--- src/rtl/oc_pkg.sv ---
package oc_pkg;
    typedef enum logic [1:0] {
        ACT_OFF  = 2'b00,
        ACT_TOG  = 2'b01,
        ACT_LOW  = 2'b10,
        ACT_HIGH = 2'b11
    } oc_act_e;

    typedef enum logic {
        LVL_LOW  = 1'b0,
        LVL_HIGH = 1'b1
    } oc_lvl_e;
endpackage

--- src/rtl/oc_match.sv ---
module oc_match #(
    parameter int CW = 16
) (
    input  logic          clk,
    input  logic          rst_n,
    input  logic [CW-1:0] count_i,
    input  logic [CW-1:0] cmp_i,
    output logic          event_o
);
    logic eq_w;
    logic eq_q;

    assign eq_w    = (count_i == cmp_i);
    assign event_o = eq_w & ~eq_q;

    always_ff @(posedge clk) begin
        if (!rst_n) eq_q <= 1'b0;
        else        eq_q <= eq_w;
    end

    // a held equality yields no second event
    p_single_event_r5: assert property (@(posedge clk) disable iff (!rst_n)
        event_o |=> !(event_o && $stable(count_i) && $stable(cmp_i)));
endmodule

--- src/rtl/oc_pin_fsm.sv ---
module oc_pin_fsm
    import oc_pkg::*;
(
    input  logic    clk,
    input  logic    rst_n,
    input  logic    fire_i,
    input  oc_act_e code_i,
    input  logic    mst_fire_i,
    input  logic    mst_sel_i,
    input  logic    mst_val_i,
    output logic    level_o
);
    oc_lvl_e state_q, state_d;

    always_ff @(posedge clk) begin
        if (!rst_n) state_q <= LVL_LOW;
        else        state_q <= state_d;
    end

    always_comb begin
        state_d = state_q;
        if (mst_fire_i && mst_sel_i) begin
            state_d = mst_val_i ? LVL_HIGH : LVL_LOW;
        end else if (fire_i) begin
            unique case (code_i)
                ACT_OFF:  state_d = state_q;
                ACT_LOW:  state_d = LVL_LOW;
                ACT_HIGH: state_d = LVL_HIGH;
                ACT_TOG: begin
                    unique case (state_q)
                        LVL_LOW:  state_d = LVL_HIGH;
                        LVL_HIGH: state_d = LVL_LOW;
                    endcase
                end
            endcase
        end
    end

    assign level_o = (state_q == LVL_HIGH);

    // master selection overrides the channel action
    p_master_wins_r7: assert property (@(posedge clk) disable iff (!rst_n)
        (mst_fire_i && mst_sel_i) |=> (level_o == $past(mst_val_i)));
    // code 00 leaves the state alone
    p_off_hold_r2: assert property (@(posedge clk) disable iff (!rst_n)
        (fire_i && code_i == ACT_OFF && !(mst_fire_i && mst_sel_i)) |=> $stable(level_o));
    // toggle inverts the level
    p_toggle_r3: assert property (@(posedge clk) disable iff (!rst_n)
        (fire_i && code_i == ACT_TOG && !(mst_fire_i && mst_sel_i)) |=> (level_o != $past(level_o)));
endmodule

--- src/rtl/oc_flags.sv ---
module oc_flags #(
    parameter int N = 5
) (
    input  logic         clk,
    input  logic         rst_n,
    input  logic [N-1:0] ev_i,
    input  logic [N-1:0] clr_i,
    input  logic [N-1:0] en_i,
    output logic [N-1:0] flag_o,
    output logic         irq_o
);
    logic [N-1:0] flag_q;

    always_ff @(posedge clk) begin
        if (!rst_n) flag_q <= '0;
        else        flag_q <= (flag_q & ~clr_i) | ev_i;
    end

    assign flag_o = flag_q;
    assign irq_o  = |(flag_q & en_i);

    // an event always leaves its flag set
    p_set_wins_r9: assert property (@(posedge clk) disable iff (!rst_n)
        (|ev_i) |=> ((flag_o & $past(ev_i)) == $past(ev_i)));
    // a clear without an event drops the flag
    p_clear_r9: assert property (@(posedge clk) disable iff (!rst_n)
        (|(clr_i & ~ev_i)) |=> ((flag_o & $past(clr_i & ~ev_i)) == '0));
endmodule

--- src/rtl/oc_unit.sv ---
module oc_unit
    import oc_pkg::*;
#(
    parameter int NUM_CH = 5,
    parameter int CW     = 16
) (
    input  logic                   clk,
    input  logic                   rst_n,
    input  logic [CW-1:0]          count_i,
    input  logic [NUM_CH*CW-1:0]   cmp_i,
    input  logic [2*(NUM_CH-1)-1:0] act_i,
    input  logic [NUM_CH-1:0]      mst_mask_i,
    input  logic [NUM_CH-1:0]      mst_data_i,
    input  logic [NUM_CH-1:0]      force_i,
    input  logic [NUM_CH-1:0]      flag_clr_i,
    input  logic [NUM_CH-1:0]      irq_en_i,
    input  logic [NUM_CH-1:0]      gpio_i,
    output logic [NUM_CH-1:0]      pin_o,
    output logic [NUM_CH-1:0]      pin_own_o,
    output logic [NUM_CH-1:0]      flag_o,
    output logic                   irq_o
);
    localparam int MST = NUM_CH - 1;

    logic [NUM_CH-1:0] ev_w;
    logic [NUM_CH-1:0] fire_w;
    logic [NUM_CH-1:0] lvl_w;
    logic [NUM_CH-1:0] code_own_w;

    assign fire_w = ev_w | force_i;

    for (genvar i = 0; i < NUM_CH; i++) begin : g_ch
        oc_match #(.CW(CW)) u_match (
            .clk     (clk),
            .rst_n   (rst_n),
            .count_i (count_i),
            .cmp_i   (cmp_i[i*CW +: CW]),
            .event_o (ev_w[i])
        );

        oc_act_e code_w;
        if (i == MST) begin : g_mst
            assign code_w = ACT_OFF;
        end else begin : g_reg
            assign code_w = oc_act_e'(act_i[2*i +: 2]);
        end
        assign code_own_w[i] = (code_w != ACT_OFF);

        oc_pin_fsm u_pin (
            .clk        (clk),
            .rst_n      (rst_n),
            .fire_i     (fire_w[i]),
            .code_i     (code_w),
            .mst_fire_i (fire_w[MST]),
            .mst_sel_i  (mst_mask_i[i]),
            .mst_val_i  (mst_data_i[i]),
            .level_o    (lvl_w[i])
        );
    end

    assign pin_own_o = code_own_w | mst_mask_i;
    assign pin_o     = (pin_own_o & lvl_w) | (~pin_own_o & gpio_i);

    oc_flags #(.N(NUM_CH)) u_flags (
        .clk    (clk),
        .rst_n  (rst_n),
        .ev_i   (ev_w),
        .clr_i  (flag_clr_i),
        .en_i   (irq_en_i),
        .flag_o (flag_o),
        .irq_o  (irq_o)
    );

    // a force without a match does not raise a flag
    p_force_noflag_r8: assert property (@(posedge clk) disable iff (!rst_n)
        (|(force_i & ~ev_w & ~flag_o)) |=> ((flag_o & $past(force_i & ~ev_w & ~flag_o)) == '0));
    // an unmasked pin keeps its state across a master-only event
    p_unmasked_hold_r6: assert property (@(posedge clk) disable iff (!rst_n)
        (fire_w[MST] && !mst_mask_i[0] && !fire_w[0]) |=> $stable(lvl_w[0]));
endmodule

--- config.mk ---
export PLATFORM = sky130hd
export DESIGN_NAME = oc_unit
export DESIGN_NICKNAME = d
export VERILOG_FILES = /design/src/rtl/oc_pkg.sv /design/src/rtl/oc_match.sv /design/src/rtl/oc_pin_fsm.sv /design/src/rtl/oc_flags.sv /design/src/rtl/oc_unit.sv
export SDC_FILE = /design/constraint.sdc
export NUM_CORES = 1
export LEC_CHECK = 0
export ABC_AREA = 1
export BUFFER_PORTS_ARGS = -buffer_cell sky130_fd_sc_hd__buf_2
export CORE_ASPECT_RATIO = 0.7
export CORE_MARGIN = 2
export CORE_UTILIZATION = 43
export CTS_BUF_LIST = sky130_fd_sc_hd__clkbuf_4 sky130_fd_sc_hd__clkbuf_8 sky130_fd_sc_hd__clkbuf_16
export DETAILED_ROUTE_END_ITERATION = 7
export PLACE_DENSITY = 0.82
export SYNTH_ARGS = -nofsm -noshare
export SYNTH_HDL_FRONTEND = slang
export SYNTH_SLANG_ARGS = --single-unit
--- constraint.sdc ---
create_clock -name clk -period 1.6 [get_ports clk]
set_input_delay 0.24 -clock clk [delete_from_list [all_inputs] [get_ports clk]]
set_output_delay 0.24 -clock clk [all_outputs]
set_load 0.005 [all_outputs]
# After elaboration in Yosys (flattened, before gate mapping)
# Cells that the tools add are included.
dict set report word_totals {
  inputBits 136
  regBits 15
  word_cells 99
  out_inout_bits 16
}
dict set report op_classes {
  n_eq_ne 21
  mux 21
  n_reduce_logical 22
  bitwise 24
}
# cell n
set ops {}
lappend ops {{$eq 16x16->1} 5}
lappend ops {{$and 5x5->5} 4}
lappend ops {{$eq 2x2->1 const B} 8}
lappend ops {{$reduce_bool 2->1} 8}
lappend ops {{$or 5x5->5} 3}
lappend ops {{$mux 1} 13}
lappend ops {{$pmux 1 s3} 4}
lappend ops {{$not 5->5} 2}
lappend ops {{$not 1->1} 9}
lappend ops {{$eq 2x1->1 const B} 4}
lappend ops {{$logic_not 2->1} 4}
lappend ops {{$ne 2x1->1 const B} 4}
lappend ops {{$pmux 1 s2} 4}
lappend ops {{$reduce_and 2->1} 4}
lappend ops {{$and 1x1->1} 5}
lappend ops {{$logic_and 1x1->1} 5}
lappend ops {{$or 4x5->5} 1}
lappend ops {{$reduce_or 5->1} 1}

# Longest topological paths before layout
dict set report depth {
  depth_word 6
  ltp_mapped 14
  ltp_nobuf 13
}

# Modules after synthesis
# From an unflattened synthesis, not the netlist that was laid out.
dict set report hier_totals {
  hier_cells 626
  hier_area_um2 2700.1
}
# mod cells_each area_each_um2 seq_area_each_um2 n_inst
set by_module_without_submodules {}
lappend by_module_without_submodules {oc_match 94 369.1 20.0 5}
lappend by_module_without_submodules {oc_pin_fsm 18 91.3 20.0 5}
lappend by_module_without_submodules {oc_flags 32 207.7 100.1 1}
lappend by_module_without_submodules {oc_unit 34 190.2 0.0 1}

# Worst setup path before layout
# OpenSTA, ideal clock, no wires.
dict set report synth_path {
  path_kind {input -> register}
  startpoint {in count_i[5]}
  endpoint {reg g_ch[0].u_pin.state_q}
  path_stages 13
  t_required_ps 1489
  setup_slack_ps 212
  n_path_buf 1
  arrival_ps 1276
  setup_ps 111
  cell_sequence {buf_2 -> nor2_1 -> nor2_1 -> nor2_1 -> nand2_1 -> nor2_2 -> nand3_2 -> nand2_4 -> nand2_2 -> nand2_1 -> inv_1 -> nor2_1 -> nor2_1}
}
dict set report synth_between {
  elab_chain_cells 6
  word_cells_on_any_way 10
  cone_classes {eq/ne (3); mux (1); bitwise (3); reduce/logical (3)}
}
# element line
set synth_lines {}
lappend synth_lines {{start, declared} oc_unit.sv:9} ;# input logic [CW-1:0] count_i,
lappend synth_lines {{$eq 16x16->1} oc_match.sv:13} ;# assign eq_w = (count_i == cmp_i);
lappend synth_lines {{$and 1x1->1} oc_match.sv:14} ;# assign event_o = eq_w & ~eq_q;
lappend synth_lines {{$or 5x5->5 *} oc_unit.sv:30} ;# assign fire_w = ev_w | force_i;
lappend synth_lines {{$logic_and 1x1->1} oc_pin_fsm.sv:22} ;# if (mst_fire_i && mst_sel_i) begin
lappend synth_lines {{$ne 2x1->1 (no source line) / $reduce_bool 2->1 (equally long branches)} --}
lappend synth_lines {{$reduce_and 2->1 (no source line)} --}
lappend synth_lines {{end signal, assigned} oc_pin_fsm.sv:17} ;# else state_q <= state_d;
lappend synth_lines {{end, declared} oc_pin_fsm.sv:13} ;# oc_lvl_e state_q, state_d;
# Every way passes the cells marked *; elsewhere a longest branch is shown, timed or not.
# A chain may end at the register's enable or synchronous reset.

# Worst setup path after layout
dict set report layout_path {
  startpoint {in count_i[3]}
  endpoint {reg g_ch[2].u_pin.state_q}
}
dict set report layout_between {
  elab_chain_cells 6
  word_cells_on_any_way 10
  cone_classes {eq/ne (3); mux (1); bitwise (3); reduce/logical (3)}
}
# element line
set layout_lines {}
lappend layout_lines {{$eq 16x16->1} oc_match.sv:13}
lappend layout_lines {{$and 1x1->1} oc_match.sv:14}
lappend layout_lines {{$or 5x5->5 *} oc_unit.sv:30}
lappend layout_lines {{$logic_and 1x1->1} oc_pin_fsm.sv:22}
lappend layout_lines {{$ne 2x1->1 (no source line) / $reduce_bool 2->1 (equally long branches)} --}
lappend layout_lines {{$reduce_and 2->1 (no source line)} --}
lappend layout_lines {{end signal, assigned} oc_pin_fsm.sv:17}
lappend layout_lines {{end, declared} oc_pin_fsm.sv:13}
# Marked as above.

==> metrics.yaml <==
clock_network:
  clk_latency_ns: 0.25
  post_cts_resize_count: 0
  cts_tree: "yes"
  cts_buffers: 3
  clkSinkCount: 15
  htreeDepth: 1
  clk_path_buf_depth: 2
  post_cts.repair.setup_buffers: 0
  clkTransAtPathRegs_ns: 0.07
  postCtsHoldBufs: 0
  cts_root_buf: "clkbuf_8"
worst_setup_path:
  arrival_ns: 1.54
  worst_path_max_delay_cell: "buf_2"
  rr_worst_depth: 8
  required_ns: 1.75
  critPathTopFamily: "simple AND/OR/NAND/NOR gates"
  crit_fanout: 9
  criticalPathCategory: "primary input to flip-flop"
  regToRegEndpoint: "g_ch[2].u_pin.level_o"
  path_cells: "buf_2 -> inv_2 -> nand2_1 -> nand2_1 -> nor2_1 -> nand2_1 -> nor2_2 -> nand3_2 -> nand2_4 -> nand2_2 -> nand2_1 -> inv_1 -> nor2_1 -> nor2_1"
  max_stage_delay_ns: 0.14
  crit_path_frequent_cell: "nand2_1"
  cp_num_cells: 14
  r2r-start: "g_ch[4].u_match.eq_q"
  crit_path_start_kind: "primary input"
  critical_path_buf_inv_count: 3
  rrSetupSlack_ns: 0.53
  worstSetupEndpointType: "flip-flop"
flow_run:
  cap_violations: 0
logic_synthesis:
  synth_top_area_share: 0.376
  synthArstFlopShare: 0
  syn-num-nets: 626
  yosysMostFrequentCell: "nand2_1"
  ys_types: 19
  seq_area_frac_synth: 0.130
  synth_ff_type: "dfxtp_1"
  synth_area_leader_cell: "nand2_1"
  netlist_instances: 490
  syn_avg_cell_area_um2: 4.71
  syn_area_mm2: 0.00231
  synth_edf_count: 0
  synthTopCellsByCount: "nand2_1 (231), inv_1 (87), nor2_1 (76)"
  ys_seq_elements: 15
  yosys_warnings: 0
  synth_area_leaders: "nand2_1 (38%), inv_1 (14%), dfxtp_1 (13%)"
timing:
  worstMarginPinSlew_ns: 0.267
  max_clock_freq_mhz: 720
  rsz0062_at_grt: "no"
  fin_crit_ns: 1.39
  fin_crit_sh: 0.868
  hold_ws_ns: 0.231
  max_slew_margin: 0.821
  drv_slew: 0
  hold_viol_final: 0
  setup_viol: 0
  skew_ns: 0.00470
status:
  outcome: "complete, no violations"
die:
  die_w_um: 91.6
  coreArea_mm2: 0.00520
  num_io_pins: 152
  die_h_um: 65.3
  dieArea_mm2: 0.00598
  row_count: 22
  start_util: 0.443
power:
  p_seq_frac: 0.291
  clkPwrFrac: 0.236
  pwr-share-comb: 0.473
  power.static_leakage_nw: 2.15
  switchingPower_mw: 0.488
  power.density_cell_area_mw_per_mm2: 420
  ir_drop_v: 0.000214
  internal-power_mw: 0.841
  power.share.switching: 0.367
cells_and_area:
  instances_no_fill: 711
  fin_area_mm2: 0.00317
  multi_input_area_mm2: 0.00160
  diodes: 0
  final_nets: 776
  drive_gt1_frac: 0.286
  regArea_um2: 300
  utilization: 0.609
  final.fill_count: 548
  area_growth_syn_to_layout_pct: 37.3
drt:
  wl_per_cell_um: 9.43
  drtIter0Drc: 67
  viasPerCell: 4.33
  num_vias: 3081
  drc: 0
  drtAntennaViolNets: 0
  wl_mm: 6.71
  first_pass_iters: 6
place:
  postPlaceCellArea_mm2: 0.00312
  place.gp.congestion: 0.791
  dp_hpwl_mm: 5.90
  place_inst: 707
  portBuffers: 151
global_routing:
  grt_first_pass_wirelength_mm: 10.8
  grt_start_max_net_pins: 11
  grt_pass1_vias: 2794
  track_usage: 0.215
  antenna_found_initial: 0
  grt-ovfl-total: 0
worst_hold_path:
  worstHoldStart: "flag_clr_i[0]"
  min_path_cells: 4
  hp-class: "primary input to flip-flop"
  hold_end: "u_flags.flag_o[0]"
==> registers in the layout, summed over array words and instances (netlist names) <==
name                flops
g_ch.u_match.eq_q       5
g_ch.u_pin.level_o      5
u_flags.flag_o          5
==> cells in the final DEF (no fill, tap or decap) <==
cell type,count
buf_2,151
dfxtp_1,15
a221oi_1,1
nor2_2,2
nand2_2,4
inv_1,87
o21ai_1,1
or2_2,4
nand3_2,5
nor2_1,76
nand2_1,231
clkbuf_8,3
nand3_1,8
clkinv_1,1
o21a_1,4
a21oi_1,11
nand2_4,1
xor2_1,21
clkinv_2,1
inv_2,12
==> through the flow <==
step	worst slack (ns)	setup TNS, ns	power [mW]
finish	0.211	0	1.33
global route	0.0243	0	1.44
CTS	0.222	0	1.34
detailed placement	-0.0439	-0.113	1.02
global placement	0.0247	0	1.00
floorplan	0.212	0	0.740
==> area by class of cell <==
cell class                      count  area share
Clock buffer                        3      0.0130
Clock inverter                      1     0.00158
Tap cell                           72      0.0284
Timing Repair Buffer              151       0.239
Inverter                          100       0.119
Multi-Input combinational cell    369       0.505
Sequential cell                    15      0.0948
==> worst reg2reg max path, cell delays in order, from the launching register on <==
cell and delay, ns:
dfxtp_1 0.30, inv_1 0.05, nand3_2 0.10, nand2_4 0.14, nand2_2 0.09, nand2_1 0.08
inv_1 0.04, nor2_1 0.11, nor2_1 0.05
==> per-layer routing <==
| layer | share of wire | up-vias | GRT usage |
|---|---|---|---|
| li1 | - | 1699 | - |
| met1 | 0.45 | 1285 | 0.258 |
| met2 | 0.47 | 89 | 0.406 |
| met3 | 0.061 | 8 | 0.0287 |
| met4 | 0.012 | 0 | 0.0568 |
| met5 | 0 | - | 0 |
==> kinds of logic (layout without fill, tap and decap cells) <==
group	count (synthesis)	after routing	synth area share
simple gates	331	331	0.570
buf+inv	106	255	0.177
flops	15	15	0.130
compound gates	17	17	0.0428
xor+xnor	21	21	0.0797
==> worst max path at each step <==
stage	from	endpoint	slack [ns]
after detailed placement	count_i[3]	g_ch[1].u_pin.level_o	-0.04
after floorplan	count_i[5]	g_ch[0].u_pin.level_o	0.21
after CTS	count_i[2]	g_ch[1].u_pin.level_o	0.22
after global placement	count_i[0]	g_ch[3].u_pin.level_o	0.02
final	count_i[3]	g_ch[2].u_pin.level_o	0.21
after global routing	count_i[0]	g_ch[1].u_pin.level_o	0.02
==> power by group through the flow <==
| stage | Combinational, mW | Sequential, mW | Clock (mW) |
|---|---|---|---|
| after floorplan | 0.346 | 0.395 | 0 |
| after global placement | 0.607 | 0.395 | 0 |
| after detailed placement | 0.627 | 0.395 | 0 |
| after CTS | 0.630 | 0.387 | 0.325 |
| after global routing | 0.719 | 0.387 | 0.336 |
| final | 0.629 | 0.387 | 0.313 |
Note: power is estimated with default switching activity, not from simulation.
